[src/rtl/pcap_pkg.sv]
package pcap_pkg;
    localparam int unsigned REG_W     = 3;
    localparam int unsigned FLD_START = 0;
    localparam int unsigned FLD_FLAG  = 1;
    localparam int unsigned FLD_IEN   = 2;

    typedef enum logic [1:0] {
        TRK_OFF       = 2'd0,
        TRK_WAIT_RISE = 2'd1,
        TRK_WAIT_FALL = 2'd2
    } trk_state_e;

    typedef enum logic {
        CLR_IDLE   = 1'b0,
        CLR_PRIMED = 1'b1
    } clr_state_e;
endpackage

[src/rtl/pcap_sync.sv]
module pcap_sync #(
    parameter int unsigned STAGES = 2
) (
    input  logic clk,
    input  logic rst_n,
    input  logic async_i,
    output logic level_o,
    output logic rise_o,
    output logic fall_o
);
    localparam int unsigned LAST = STAGES - 1;

    logic [STAGES-1:0] chain_q;
    logic              prev_q;

    generate
        for (genvar g = 0; g < STAGES; g++) begin : g_stage
            if (g == 0) begin : g_first
                always_ff @(posedge clk or negedge rst_n) begin
                    if (!rst_n) chain_q[g] <= 1'b0;
                    else        chain_q[g] <= async_i;
                end
            end else begin : g_next
                always_ff @(posedge clk or negedge rst_n) begin
                    if (!rst_n) chain_q[g] <= 1'b0;
                    else        chain_q[g] <= chain_q[g-1];
                end
            end
        end
    endgenerate

    always_ff @(posedge clk or negedge rst_n) begin
        if (!rst_n) prev_q <= 1'b0;
        else        prev_q <= chain_q[LAST];
    end

    always_comb begin
        level_o = chain_q[LAST];
        rise_o  =  chain_q[LAST] & ~prev_q;
        fall_o  = ~chain_q[LAST] &  prev_q;
    end
endmodule

[src/rtl/pcap_seq.sv]
module pcap_seq
    import pcap_pkg::*;
(
    input  logic       clk,
    input  logic       rst_n,
    input  logic       arm_i,
    input  logic       rise_i,
    input  logic       fall_i,
    output logic       hit_o,
    output trk_state_e state_o
);
    trk_state_e state_q, state_d;

    always_ff @(posedge clk or negedge rst_n) begin
        if (!rst_n) state_q <= TRK_OFF;
        else        state_q <= state_d;
    end

    always_comb begin
        state_d = state_q;
        unique case (state_q)
            TRK_OFF: begin
                if (arm_i) state_d = TRK_WAIT_RISE;
            end
            TRK_WAIT_RISE: begin
                if (!arm_i)      state_d = TRK_OFF;
                else if (rise_i) state_d = TRK_WAIT_FALL;
            end
            TRK_WAIT_FALL: begin
                if (!arm_i)      state_d = TRK_OFF;
                else if (fall_i) state_d = TRK_WAIT_RISE;
            end
            default: state_d = TRK_OFF;
        endcase
    end

    always_comb begin
        hit_o   = (state_q == TRK_WAIT_FALL) && fall_i && arm_i;
        state_o = state_q;
    end
endmodule

[src/rtl/pcap_flag.sv]
module pcap_flag
    import pcap_pkg::*;
(
    input  logic clk,
    input  logic rst_n,
    input  logic set_i,
    input  logic rd_i,
    input  logic wr_i,
    input  logic wr_flag_i,
    output logic flag_o,
    output logic primed_o
);
    clr_state_e clr_q, clr_d;
    logic       flag_q, flag_d;
    logic       clear_ok;

    always_ff @(posedge clk or negedge rst_n) begin
        if (!rst_n) begin
            clr_q  <= CLR_IDLE;
            flag_q <= 1'b0;
        end else begin
            clr_q  <= clr_d;
            flag_q <= flag_d;
        end
    end

    always_comb begin
        clr_d = clr_q;
        unique case (clr_q)
            CLR_IDLE: begin
                if (!wr_i && rd_i && flag_q) clr_d = CLR_PRIMED;
            end
            CLR_PRIMED: begin
                if (wr_i || !flag_q) clr_d = CLR_IDLE;
            end
            default: clr_d = CLR_IDLE;
        endcase
    end

    always_comb begin
        clear_ok = wr_i && !wr_flag_i && (clr_q == CLR_PRIMED);
        if (set_i)         flag_d = 1'b1;
        else if (clear_ok) flag_d = 1'b0;
        else               flag_d = flag_q;
        flag_o   = flag_q;
        primed_o = (clr_q == CLR_PRIMED);
    end
endmodule

[src/rtl/pcap_irq_top.sv]
module pcap_irq_top
    import pcap_pkg::*;
#(
    parameter int unsigned SYNC_STAGES = 2
) (
    input  logic                         clk,
    input  logic                         rst_n,
    input  logic                         mon_i,
    input  logic                         rd_en,
    input  logic                         wr_en,
    input  logic [pcap_pkg::REG_W-1:0]   wr_data,
    output logic [pcap_pkg::REG_W-1:0]   rd_data,
    output logic                         irq_o
);
    logic       mon_lvl, mon_rise, mon_fall;
    logic       start_q, ien_q;
    logic       hit, flag_q, primed;
    trk_state_e trk_state;

    pcap_sync #(.STAGES(SYNC_STAGES)) u_sync (
        .clk     (clk),
        .rst_n   (rst_n),
        .async_i (mon_i),
        .level_o (mon_lvl),
        .rise_o  (mon_rise),
        .fall_o  (mon_fall)
    );

    pcap_seq u_seq (
        .clk     (clk),
        .rst_n   (rst_n),
        .arm_i   (start_q),
        .rise_i  (mon_rise),
        .fall_i  (mon_fall),
        .hit_o   (hit),
        .state_o (trk_state)
    );

    pcap_flag u_flag (
        .clk       (clk),
        .rst_n     (rst_n),
        .set_i     (hit),
        .rd_i      (rd_en),
        .wr_i      (wr_en),
        .wr_flag_i (wr_data[FLD_FLAG]),
        .flag_o    (flag_q),
        .primed_o  (primed)
    );

    always_ff @(posedge clk or negedge rst_n) begin
        if (!rst_n) begin
            start_q <= 1'b0;
            ien_q   <= 1'b0;
        end else if (wr_en) begin
            start_q <= wr_data[FLD_START];
            ien_q   <= wr_data[FLD_IEN];
        end
    end

    always_comb begin
        rd_data            = '0;
        rd_data[FLD_START] = start_q;
        rd_data[FLD_FLAG]  = flag_q;
        rd_data[FLD_IEN]   = ien_q;
        irq_o              = flag_q & ien_q;
    end
endmodule

[config.mk]
export PLATFORM = sky130hd
export DESIGN_NAME = pcap_irq_top
export DESIGN_NICKNAME = d
export VERILOG_FILES = /design/src/rtl/pcap_pkg.sv /design/src/rtl/pcap_sync.sv /design/src/rtl/pcap_seq.sv /design/src/rtl/pcap_flag.sv /design/src/rtl/pcap_irq_top.sv
export SDC_FILE = /design/constraint.sdc
export NUM_CORES = 1
export LEC_CHECK = 0
export BUFFER_PORTS_ARGS = -buffer_cell sky130_fd_sc_hd__buf_4
export CORE_AREA = 3 3 40 42
export DETAILED_ROUTE_END_ITERATION = 8
export DIE_AREA = 0 0 43 45
export GPL_TIMING_DRIVEN = 0
export PLACE_DENSITY = 0.53
export RECOVER_POWER = 100
export SETUP_SLACK_MARGIN = 0.3
export SYNTH_ARGS = -nofsm -noshare
export SYNTH_HDL_FRONTEND = slang
export SYNTH_HIERARCHICAL = 1
export SYNTH_SLANG_ARGS = --single-unit
[constraint.sdc]
create_clock -name clk -period 3.5 [get_ports clk]
set_input_delay 0.7 -clock clk [delete_from_list [all_inputs] [get_ports clk]]
set_output_delay 0.7 -clock clk [all_outputs]
set_load 0.05 [all_outputs]
# After elaboration in Yosys (flattened, before gate mapping)
# Cells that the tools add are included.
# op_classes
n_eq_ne,5
muxes,11
reduce_logical,13
bitwise,6
# ops
operator,n
$mux 2,5
$logic_and 1x1->1,6
$pmux 2 s3,1
$mux 1,4
$and 1x1->1,3
$logic_not 1->1,3
$ne 3x2->1 const B,1
$ne 3x3->1 const B,1
$not 1->1,3
$reduce_and 3->1,1
$eq 2x1->1 const B,1
$eq 2x2->1 const B,1
$logic_not 2->1,1
$ne 2x2->1 const B,1
$pmux 1 s2,1
$reduce_bool 2->1,1
$logic_or 1x1->1,1
# word_totals
regBits,9
input_bits,8

# Longest topological paths before layout
# Gate-level depths: netlist (run 1).
# depth
depth_word,5
ltp_mapped,4
depth_no_buf,4

# Modules after synthesis
# The synthesis (run 1) kept the hierarchy.
# modules_own_cells
module,instances,cells_per_inst,seq_area_each_um2,area_each_um2
pcap_irq_top,1,8,50.0,101.3
pcap_seq,1,9,50.0,98.8
pcap_sync,1,5,75.1,90.1
pcap_flag,1,6,50.0,76.3

# Least setup slack after synthesis (run 1)
# Ideal clock, no wire load.
# synth_timing
kind,register to output
from,"register u_flag.flag_q, in the netlist u_flag/flag_o"
to,output irq_o
n_path_buf,0
t_arrival_ps,774
slack_ps,2026
stages_incl_launch_ff,2
required_time_ps,2800
cell_sequence,dfrtp_1 > and2_1
# synth_between
elab_chain_cells,1
# synth_lines
item,line,source
from (decl),pcap_flag.sv:14,"logic flag_q, flag_d;"
from (signal assigned),pcap_flag.sv:23,flag_q <= flag_d;
$and 1x1->1,pcap_irq_top.sv:65,irq_o = flag_q & ien_q;
to (decl),pcap_irq_top.sv:13,output logic irq_o
# Every way passes these cells.

# Final worst setup path (run 1)
# layout_timing
from,register start_q
to,output rd_data[0] in the netlist's numbering
# layout_rtl
item,line,source
from (decl),pcap_irq_top.sv:16,"logic start_q, ien_q;"
from (signal assigned),pcap_irq_top.sv:55,start_q <= wr_data[FLD_START];
to (decl),pcap_irq_top.sv:12,"output logic [pcap_pkg::REG_W-1:0] rd_data,"
# No word-level cell between the ends.

==> out/metrics.cfg, run 1 <==
[outcome]
status=complete, no violations

[sta]
skew_ns=0.001220
worst_pin_slew_ns=0.6038
maxSlewViolCount=0
finalSetupViolations=0
slew_headroom_pct=59.92
period_needed_ns=1.982
fmax_mhz=504.4
rsz0062_at_grt=false
finalSetupTns_ns=0
fin_crit_sh_pct=56.64
hold_viol_final=0
fin_ws_ns=1.518

[setup_path]
worstSetupPathType=reg2out
required_ns=2.80
reg2reg_to=u_flag/flag_o
reg2reg_from=u_sync/level_o
crit_chain=buf_4 > clkbuf_1
critPathMaxStageDelay_ns=0.45
crit_arrival_ns=1.28
start_kind=flop
r2r_cells=4
end_kind=primary output
cp_slowest_cell=clkbuf_1
rrSetupSlack_ns=2.35
cp_max_fo=6

[worst_hold_path]
hold_class=in2async

[pwr]
peakVddDrop_mv=0.1824
sequentialPowerShare_pct=47.3
switching_share_pct=31.56
power_switching_w=0.00008217
power_density_mw_per_mm2=553.3
power_frac_comb_pct=22.5
power.clock.fraction_pct=30.2
leakage_nw=0.2204
power.internal_w=0.0001781

[drt]
highest-signal-layer=met4
routed_wirelength_um=674
drtPass1Iterations=2
vias_per_cell=4.345
vias=252
wl_met3_um=42
drt-met1-wl_um=268
wl_per_cell_um=11.62
drt-initial-drc-count=2
ant_nets=0
routed-wl-met2_um=347
drc=0

[floorplan]
die_x_um=43
ioPinCount=12
die-area_mm2=0.001935
row_count=13
coreArea_mm2=0.001285
initial_utilization_pct=28.53
die_h_um=45

[clock_network]
cts-htree-levels=1
cts.sinks=9
post_cts_buffers=0
numCtsBuffers=3
path_clk_slew_ns=0.06
clockBufferDepth=2
ctsHoldBuffers=0
cts_resized=0
cts_root_buffer=clkbuf_4
cts_tree=built
clk_latency_ns=0.26

[synth]
synth_top_area_share_pct=61.43
yosysTopAreaCell=dfrtp_1
synth_area_per_cell_um2=13.09
ys_warn_count=6
netlist_instances=28
syn-num-nets=36
syn_area_um2=366.6
ys_seq_area_share_pct=61.43
synth-seq-cells=9
yosys-top-cells-area=dfrtp_1, buf_4, mux2_2, and2b_2, nand4b_1
synth.distinct_cells=17

[layout]
multi_input_area_um2=116.4
area_growth_pct=28.33
nFillCells=129
insertedDiodeCount=0
final_nets=52
layout.area.seq_um2=225.2
final_common_cell=dfrtp_1
final_cell_mix=dfrtp_1, buf_4, clkbuf_1
stdcell_count=58
design_area_um2=470.5
drive_above_1_share_pct=37.21

[place]
pre_cts_slack_ns=2.052
io_buffers=11
place_area_um2=467.9
place_inst=54
dp_hpwl_um=563.6
gp_congestion=0.6392

[global_route]
grt.total_usage_pct=8.354
overflow=0
antenna_found_initial=0
grt_pass1_vias=257
grt_pass1_wl_um=1097
grt_max_degree=10

[run]
drv_cap=0

## worst max-delay path: cells and delay by family (launching register included)
family,cells,cell delay (ns)
flops,1,0.43
buf+inv,2,0.59
## routing by layer
metal,vias to the layer above,GRT usage (%)
li1,125,-
met1,117,9.023
met2,8,12.57
met3,2,3.586
met4,0,7.229
met5,-,0
## cell type report
class / instances / share of cell area (%)
clock inverter: 1 / 1.064
tap: 15 / 3.989
buffer: 3 / 4.787
sequential: 9 / 47.87
clock buffer: 3 / 4.787
timing repair buffer: 11 / 12.77
multi-input combinational: 16 / 24.73
## power groups by stage
stage	clock network, W	logic [W]	registers, W
floorplan	0	0.0000464	0.000123
global placement	0	0.0000659	0.000124
detailed placement	0	0.0000670	0.000126
CTS	0.0000843	0.0000671	0.000124
global route	0.0000902	0.0000618	0.000125
finish	0.0000787	0.0000585	0.000123
## cells in the mapped netlist
master / number
nand2_1: 1
nand4b_1: 1
nor2b_1: 1
and2b_2: 1
o21a_1: 1
a21o_1: 1
buf_4: 3
mux2_2: 2
a21oi_1: 1
and3_2: 1
o31ai_1: 1
and2_1: 1
nand3b_1: 1
nor2b_2: 1
nor3b_1: 1
nor2_1: 1
dfrtp_1: 9
## state kept, by name, summed over array words and instances, names as in the netlist
name / count
start_q: 1
u_sync/chain_q: 1
u_seq/state_o: 2
u_flag/flag_o: 1
u_sync/prev_q: 1
ien_q: 1
u_sync/level_o: 1
u_flag/primed_o: 1
## stage by stage
step           total power, W  hold WS [ns]  utilization (%)
2_1_floorplan       0.0001690        0.3312                -
3_3_place_gp        0.0001901        0.3413            36.42
3_5_place_dp        0.0001926        0.3373            36.42
4_1_cts             0.0002749        0.2398            38.56
5_1_grt             0.0002767        0.3826            36.61
6_report            0.0002603        0.3551            36.61
## worst max-delay path by stage
stage | start | endpoint | slack (ns)
floorplan | u_flag/flag_o | irq_o | 2.03
global placement | start_q | rd_data[0] | 2.06
detailed placement | start_q | rd_data[0] | 2.05
CTS | start_q | rd_data[0] | 1.76
global route | start_q | rd_data[0] | 1.47
finish | start_q | rd_data[0] | 1.52
## cell families (layout without fill, tap and decap cells)
group	count (synthesis)	in the layout	synth area share [%]
buffers and inverters	3	18	6.143
DFF	9	9	61.43
AOI/OAI and AO/OA	4	4	7.510
and+or+nand+nor	10	10	18.78
muxes	2	2	6.143
No activity file was read; power rests on OpenSTA's default activity.
==> run 2, diff against run 1 <==
--- a/config.mk
+++ b/config.mk
@@ -5,12 +5,13 @@
 export SDC_FILE = /design/constraint.sdc
 export NUM_CORES = 1
 export LEC_CHECK = 0
+export ABC_AREA = 1
 export BUFFER_PORTS_ARGS = -buffer_cell sky130_fd_sc_hd__buf_4
 export CORE_AREA = 3 3 40 42
 export DETAILED_ROUTE_END_ITERATION = 8
 export DIE_AREA = 0 0 43 45
 export GPL_TIMING_DRIVEN = 0
-export PLACE_DENSITY = 0.53
+export PLACE_DENSITY = 0.57
 export RECOVER_POWER = 100
 export SETUP_SLACK_MARGIN = 0.3
 export SYNTH_ARGS = -nofsm -noshare
==> constraint.sdc (replaced) <==
create_clock -name clk -period 1.65 [get_ports clk]
set_input_delay 0.33 -clock clk [delete_from_list [all_inputs] [get_ports clk]]
set_output_delay 0.33 -clock clk [all_outputs]
set_load 0.05 [all_outputs]
==> out/metrics.cfg, run 2 <==
[outcome]
status=complete, no violations

[sta]
whs_ns=0.2019  ; -0.1532 ns
skew_ns=0.004996  ; +0.003776 ns
fin_crit_sh_pct=81.64
fmax_mhz=742.4
finalSetupTns_ns=0  ; unchanged
slew_headroom_pct=68.38  ; +8.5 points
hold_viol_final=0  ; unchanged
period_needed_ns=1.347
maxSlewViolCount=0  ; unchanged
rsz0062_at_grt=true
finalSetupViolations=0  ; unchanged
worst_pin_slew_ns=0.4744  ; -0.1294 ns

[floorplan]
die-area_mm2=0.001935  ; unchanged
initial_utilization_pct=30.96  ; +2.4 points
ioPinCount=12  ; unchanged
die_h_um=45  ; unchanged
die_x_um=43  ; unchanged
coreArea_mm2=0.001285  ; unchanged
row_count=13  ; unchanged

[global_route]
grt_pass1_vias=287  ; +12%
overflow=0  ; unchanged
grt_max_degree=10  ; unchanged
antenna_found_initial=0  ; unchanged
grt.total_usage_pct=8.361  ; about the same
grt_pass1_wl_um=1090  ; -0.64%

[synth]
postSynth.asyncResetShare_pct=100.0  ; unchanged
synth_ff_type=dfrtp_1
yosysTopAreaCell=dfrtp_1
synth_area_per_cell_um2=7.802  ; -40%
syn-num-nets=59  ; +64%
netlist_instances=51  ; +82%
ys_warn_count=6  ; unchanged
synth_common_cells=nand2_1, dfrtp_1, inv_1
yosysMostFrequentCell=nand2_1
ys_seq_area_share_pct=56.60  ; -4.8 points
synth-seq-cells=9  ; unchanged
yosys-top-cells-area=dfrtp_1, nand2_1, inv_1, nor2_1, buf_4
syn_area_um2=397.9  ; +8.5%
synth_top_area_share_pct=56.60  ; -4.8 points
synth_edf_count=0  ; unchanged
synth.distinct_cells=8  ; -9

[layout]
design_area_um2=540.5  ; +15%
stdcell_count=85  ; +47%
nFillCells=140  ; +8.5%
drive_above_1_share_pct=28.57  ; -8.6 points
insertedDiodeCount=0  ; unchanged
largest_reg_flops=2  ; unchanged
final_nets=79  ; +52%
area_growth_pct=35.85
final_cell_mix=nand2_1, inv_1, dfrtp_1
final_common_cell=nand2_1

[clock_network]
cts_root_buffer=clkbuf_4
numCtsBuffers=3  ; unchanged
path_clk_slew_ns=0.06  ; about the same
cts_tree=built
cts.sinks=9  ; unchanged
cts-htree-levels=1  ; unchanged
clk_latency_ns=0.26  ; about the same
clockBufferDepth=2  ; unchanged
cts_resized=0  ; unchanged

[worst_hold_path]
worstHoldStart=mon_i
hold_class=in2reg

[setup_path]
cp_slowest_cell=dfrtp_1
cp_max_fo=3  ; -3
crit_chain=buf_4 > clkbuf_2
crit_start=ien_q
end_kind=primary output
required_ns=1.32  ; -1.48 ns
crit_arrival_ns=1.02  ; -0.26 ns
start_kind=flop
worstSetupPathType=reg2out
rrSetupSlack_ns=0.75  ; -1.60 ns
crit_family=flip-flops
critical_path_buf_inv_count=2  ; unchanged
reg2reg_from=u_sync/level_o
critPathMaxStageDelay_ns=0.40  ; -0.05 ns

[drt]
ant_nets=0  ; unchanged
drtPass1Iterations=2  ; unchanged
vias=348  ; +38%
vias_per_cell=4.094  ; -5.8%
wl_per_cell_um=8.518  ; -27%
drt-initial-drc-count=2  ; unchanged
routed_wirelength_um=724  ; +7.4%
drc=0  ; unchanged

[run]
drv_cap=0  ; unchanged

[place]
io_buffers=11  ; unchanged
gp_congestion=0.6781  ; +6.1%
place_area_um2=499.2  ; +6.7%
dp_hpwl_um=557.6  ; -1.1%
place_inst=77  ; +43%

[pwr]
leakage_nw=0.3188  ; +45%
peakVddDrop_mv=0.5095  ; +180%
power_density_mw_per_mm2=1084  ; +96%

run 2: cell types whose count changed after synthesis, moves of 2 or more:
cell,delta
nand2_1,+16
inv_1,+9
nor2_1,+7
inv_2,+2
mux2_2,-2
nand3_1,+2
run 2: layer usage:
layer / GRT usage, % / up-vias / wire, um
met5: 0 / - / 0
met4: 1.807 / 0 / 0
met3: 7.171 / 0 / 73
met2: 13.47 / 10 / 368
met1: 8.291 / 156 / 283
li1: - / 182 / -
run 2: cell families after synthesis:
group	share of synthesized area [%]
DFF	56.60
and+or+nand+nor	26.10
AOI/OAI and AO/OA	1.257
buffers and inverters	16.04
run 2: worst reg2reg max path: stages, from the launching register on:
cell,delay [ns]
dfrtp_1,0.39
nor2_1,0.18
nand3_1,0.10
nor2_1,0.08
inv_1,0.04
nand2_1,0.05
run 2: what timing repair did:
| item | in CTS | in global routing |
|---|---|---|
| hold buffers | 1 | 0 |
| setup endpoints to repair | 0 | 3 |
| endpoints found under the hold margin | 9 | 0 |
| setup buffers | 0 | 3 |
run 2: power breakdown:
group          switching (W)  internal [W]
combinational      0.0000995     0.0000599
sequential         0.0000160      0.000244
clock              0.0000730     0.0000929
total               0.000189      0.000397
run 2: metrics by stage:
step / setup slack (ns) / utilization [%] / total power [W]
floorplan: 0.6096 / - / 0.0003685
global placement: 0.6102 / 38.85 / 0.0004167
detailed placement: 0.6062 / 38.85 / 0.0004200
CTS: 0.3189 / 41.67 / 0.0005914
global route: 0.2418 / 42.06 / 0.0006241
finish: 0.3029 / 42.06 / 0.0005857
run 2: path summary, 6_finish.rpt:
path                                     end  cells after the start
max                               rd_data[2]                      2
min                        u_sync/chain_q[0]                      1
max reg2reg                    u_flag/flag_o                      5
min reg2reg                   u_sync/level_o                      0
max in group asynchronous     u_sync/level_o                      2
min in group asynchronous      u_flag/flag_o                      2
run 2: final cells by class:
class                   instances  area, um^2  share of cell area, %
flip-flops and latches          9       225.2                  41.67
multi-input cells              28       108.9                  20.14
repair buffers                 15       97.59                  18.06
inverters                      11       41.29                  7.639
clock buffers                   4       26.28                  4.861
plain buffers                   3       22.52                  4.167
well taps                      15       18.77                  3.472
